<file path="config.mk">
export PLATFORM = sky130hd
export DESIGN_NAME = gpio_irq_sense
export DESIGN_NICKNAME = d
export VERILOG_FILES = /design/src/rtl/gpio_irq_sense.sv
export SDC_FILE = /design/constraint.sdc
export NUM_CORES = 1
export LEC_CHECK = 0
export BUFFER_PORTS_ARGS = -buffer_cell sky130_fd_sc_hd__buf_2
export CAP_MARGIN = 0
export CORE_MARGIN = 3
export CORE_UTILIZATION = 35
export CTS_CLUSTER_DIAMETER = 40
export CTS_CLUSTER_SIZE = 8
export DETAILED_ROUTE_END_ITERATION = 16
export PLACE_DENSITY = 0.49
export SYNTH_ARGS = -nofsm -noshare
export SYNTH_HDL_FRONTEND = slang
export SYNTH_SLANG_ARGS = --single-unit
export TNS_END_PERCENT = 20
</file>
<file path="constraint.sdc">
create_clock -name clk -period 2.49 [get_ports clk]
set_input_delay 0.498 -clock clk [delete_from_list [all_inputs] [get_ports clk]]
set_output_delay 0.498 -clock clk [all_outputs]
set_load 0.02 [all_outputs]
</file>
<file path="src/rtl/gpio_irq_sense.sv">
`timescale 1ns/1ps
module gpio_irq_sense #(
  parameter int NPORT = 4,
  parameter int PW    = 8
) (
  input  logic                  clk,
  input  logic                  rst_n,
  input  logic [NPORT*PW-1:0]   pad_in,
  input  logic                  bus_wr,
  input  logic [7:0]            bus_addr,
  input  logic [31:0]           bus_wdata,
  output logic [31:0]           bus_rdata,
  output logic                  irq
);
  localparam int NPIN = NPORT * PW;
  localparam int TW   = 3 * PW;
  localparam logic [3:0] SEL_STA = 4'h4;
  localparam logic [3:0] SEL_ENA = 4'h5;
  localparam logic [3:0] SEL_TYP = 4'h6;
  localparam logic [3:0] SEL_CLR = 4'h7;

  logic [3:0]      sel;
  logic [1:0]      pidx;
  logic [NPIN-1:0] sync1, sync2, prev, sta, en;
  logic [NPIN-1:0] pol, edg, both, evt, clr, rise, fall;
  logic [TW-1:0]   typ [NPORT];
  logic [31:0]     rword [NPORT];
  logic            unused_bits;

  assign sel  = bus_addr[7:4];
  assign pidx = bus_addr[3:2];
  assign unused_bits = ^{bus_wdata[31:TW], bus_addr[1:0]};

  always_ff @(posedge clk or negedge rst_n) begin
    if (!rst_n) begin
      sync1 <= '0;
      sync2 <= '0;
      prev  <= '0;
    end else begin
      sync1 <= pad_in;
      sync2 <= sync1;
      prev  <= sync2;
    end
  end

  always_ff @(posedge clk or negedge rst_n) begin
    if (!rst_n) begin
      en <= '0;
      for (int p = 0; p < NPORT; p++) typ[p] <= '0;
    end else if (bus_wr) begin
      for (int p = 0; p < NPORT; p++) begin
        if (int'(pidx) == p && sel == SEL_ENA) en[p*PW +: PW] <= bus_wdata[PW-1:0];
        if (int'(pidx) == p && sel == SEL_TYP) typ[p] <= bus_wdata[TW-1:0];
      end
    end
  end

  for (genvar g = 0; g < NPORT; g++) begin : g_port
    assign pol[g*PW +: PW]  = typ[g][PW-1:0];
    assign edg[g*PW +: PW]  = typ[g][2*PW-1:PW];
    assign both[g*PW +: PW] = typ[g][TW-1:2*PW];
    assign clr[g*PW +: PW]  = (bus_wr && sel == SEL_CLR && int'(pidx) == g)
                              ? bus_wdata[PW-1:0] : '0;
    always_comb begin
      rword[g] = '0;
      if (int'(pidx) == g) begin
        case (sel)
          SEL_STA: rword[g][PW-1:0] = sta[g*PW +: PW];
          SEL_ENA: rword[g][PW-1:0] = en[g*PW +: PW];
          SEL_TYP: rword[g][TW-1:0] = typ[g];
          default: rword[g] = '0;
        endcase
      end
    end
  end

  assign rise = sync2 & ~prev;
  assign fall = ~sync2 & prev;
  assign evt  = (edg & ((both & (rise | fall)) |
                        (~both & pol & rise) |
                        (~both & ~pol & fall))) |
                (~edg & ~(sync2 ^ pol));

  always_ff @(posedge clk or negedge rst_n) begin
    if (!rst_n) sta <= '0;
    else        sta <= evt | (sta & ~clr);
  end

  assign irq = |(sta & en);

  always_comb begin
    bus_rdata = '0;
    for (int p = 0; p < NPORT; p++) bus_rdata = bus_rdata | rword[p];
  end
endmodule


</file>
==> results.cfg <==
[clock_tree]
cts_tree = done
clkTransAtPathRegs_ns = 0.05
clock-root-buffer = clkbuf_16
cts.htree.levels = 2
numCtsBuffers = 49
clk_latency_ns = 0.57
clock_tree.buffer_depth = 3
cts.sinks = 256

[global_routing]
grt-ovfl-total = 0
grt_usage_pct = 18.1
grt_max_degree = 59
antenna_found_initial = 0
grt_pass1_vias = 8456
grt_pass1_wl_mm = 50.8

[layout]
drive_above_1_share_pct = 30.8
area_growth_pct = 26.0
final_area_um2 = 15300
final-instance-count-excl-fill = 1639
n_antenna_cell = 0
layout.nets = 1299
utilization_pct = 45.2
fillers = 3204

[status]
violations = setup timing
status = complete, but fails checks

[route]
ant_nets = 0
dr.first_iter.drc_count = 413
via_per_inst = 5.05
drc_errors = 0
routed-via-count = 8282
finalWirelength_mm = 32.4
first_pass_iters = 4
wl_per_cell_um = 19.8

[yosys]
synth_area_leaders = dfrtp_1, mux2_2, ha_1
ys_ff_latch = 256
synth_cells = 1001
synth_common_cells = dfrtp_1, mux2_2, inv_1, ha_1, a22oi_1
synth_edf_count = 0
synthFlopType = dfrtp_1
avgSynthCellArea_um2 = 12.1
async_reset_ff_share_pct = 100
yosysSeqAreaShare_pct = 52.8
synth_most_common_cell = dfrtp_1
synth_top_area_share_pct = 52.8
netlist_area_um2 = 12100
ys_warn_count = 0
synth_cell_types = 36
yosysTopAreaCell = dfrtp_1

[die]
initial_utilization_pct = 35.9
die_x_um = 192
dieArea_um2 = 37000
io_pins = 108
fp-row-count = 67
coreArea_um2 = 33900
fp.dieH_um = 192

[setup_path]
crit_buf_inv = 1
crit_path_top_delay_cell = or4_4
critPathMaxFanout = 3
worstPathCellList = a22oi_2 -> nand4_1 -> or4_4 -> buf_6
slowest_delay_ns = 0.58
crit_family = simple AND/OR/NAND/NOR gates
crit_required_ns = 1.99
cp-start-kind = register
worstPathArrival_ns = 2.08
crit_type = reg2out
cp-end-kind = output pin

[placed_design]
placed_cells = 1535
preCtsSetupSlack_ns = 0.138
gp_congestion = 0.788
io_buffers = 89
dpl_cell_area_um2 = 13400
hpwl_mm = 21.9

[timing]
worst_slack_ns = -0.0910
period_needed_ns = 2.58
tightest_slew_ns = 0.604
holdWs_ns = 0.0402
slew_headroom_pct = 59.7
fmax_ghz = 0.387
grt_setup_unrepaired = true
finalCritPeriodShare_pct = 104
finClkSkew_ns = 0.0200
finalSetupViolations = 1
setup_tns_ns = -0.0910
timing.final.hold_violations = 0
slew_violations = 0

[power_and_ir_drop]
p_clk_share_pct = 51.5
p_int_mw = 9.42
power.total_mw = 12.6
combPwrFrac_pct = 9.2
peakVddDrop_uv = 540
p_leak_nw = 7.23
sw_frac_of_total_pct = 25.1
p_seq_share_pct = 39.3
power.density_nw_per_um2 = 821
p_switching_mw = 3.15

[hold_path]
hold_class = in2reg

[run]
max-cap-violations = 0
## cells by family after synthesis
| kind of cell | synth area share, % |
|---|---|
| compound gates | 11.7 |
| mux | 14.5 |
| xor+xnor | 2.31 |
| simple gates | 8.08 |
| buf+inv | 4.04 |
| flops | 52.8 |
| other cells | 0.0309 |
| fa+ha+maj | 6.59 |
## final timing paths
check / end / from / cells past startpoint / slack [ns]
worst max-delay path: irq / sta[29] / 4 / -0.09
worst min-delay path: sync1[11] / pad_in[11] / 1 / 0.04
worst max register to register: sta[14] / sync2[14] / 6 / 0.91
worst min register to register: sync2[16] / sync1[16] / 0 / 0.34
max in group asynchronous: sync2[9] / rst_n / 3 / 1.31
min in group asynchronous: sync1[14] / rst_n / 2 / 0.47
## flip-flops by register name (all words and copies together), names as in the netlist
| name | count |
|---|---|
| both | 32 |
| sync2 | 32 |
| en | 32 |
| sync1 | 32 |
| sta | 32 |
| pol | 32 |
| prev | 32 |
| edg | 32 |
## power by group through the flow
stage                     Clock, mW  Sequential, mW  Combinational [mW]
after floorplan                   0            4.85               0.781
after global placement            0            4.98                1.10
after detailed placement          0            4.99                1.12
after CTS                      6.65            4.93                1.16
after global routing           6.83            5.00                1.31
final                          6.48            4.93                1.16
## layout make-up
| class | count | area [um2] | area share (%) |
|---|---|---|---|
| Clock inverter | 17 | 229 | 1.50 |
| Multi-Input combinational cell | 636 | 5340 | 34.9 |
| Tap cell | 448 | 561 | 3.66 |
| Timing Repair Buffer | 152 | 1130 | 7.40 |
| Clock buffer | 65 | 1390 | 9.07 |
| Inverter | 65 | 244 | 1.59 |
| Sequential cell | 256 | 6410 | 41.9 |
## layer usage
layer / track usage [%] / wire [um] / vias to the layer above
li1: - / - / 3904
met4: 6.64 / 777 / 0
met1: 25.9 / 15800 / 4170
met5: 0 / 0 / -
met2: 27.2 / 14400 / 160
met3: 3.52 / 1370 / 48
## cell usage in the layout (no fill, tap or decap), types with 5 or more instances in the layout
cell,count
a211oi_1,32
a21oi_1,40
a221o_1,32
a221oi_1,8
a22oi_1,44
a22oi_2,12
buf_12,12
buf_2,87
buf_4,32
clkbuf_1,7
clkbuf_16,50
clkbuf_8,8
clkinv_2,5
conb_1,8
dfrtp_1,253
dlygate4sd3_1,19
ha_1,64
inv_1,65
mux2_2,127
mux2i_1,32
nand2_1,51
nand3b_1,30
nor2_1,32
nor2b_1,33
o21ai_0,30
xor2_1,32
## repair_timing
item                                    in CTS  in global routing
pin swaps                                    3                  2
endpoints found under the setup margin       1                  1
endpoints found under the hold margin       70                  0
buffers inserted                             2                  1
gates resized for setup                      9                  9
hold buffers                                19                  0
Power figures use the tool's default switching activity.
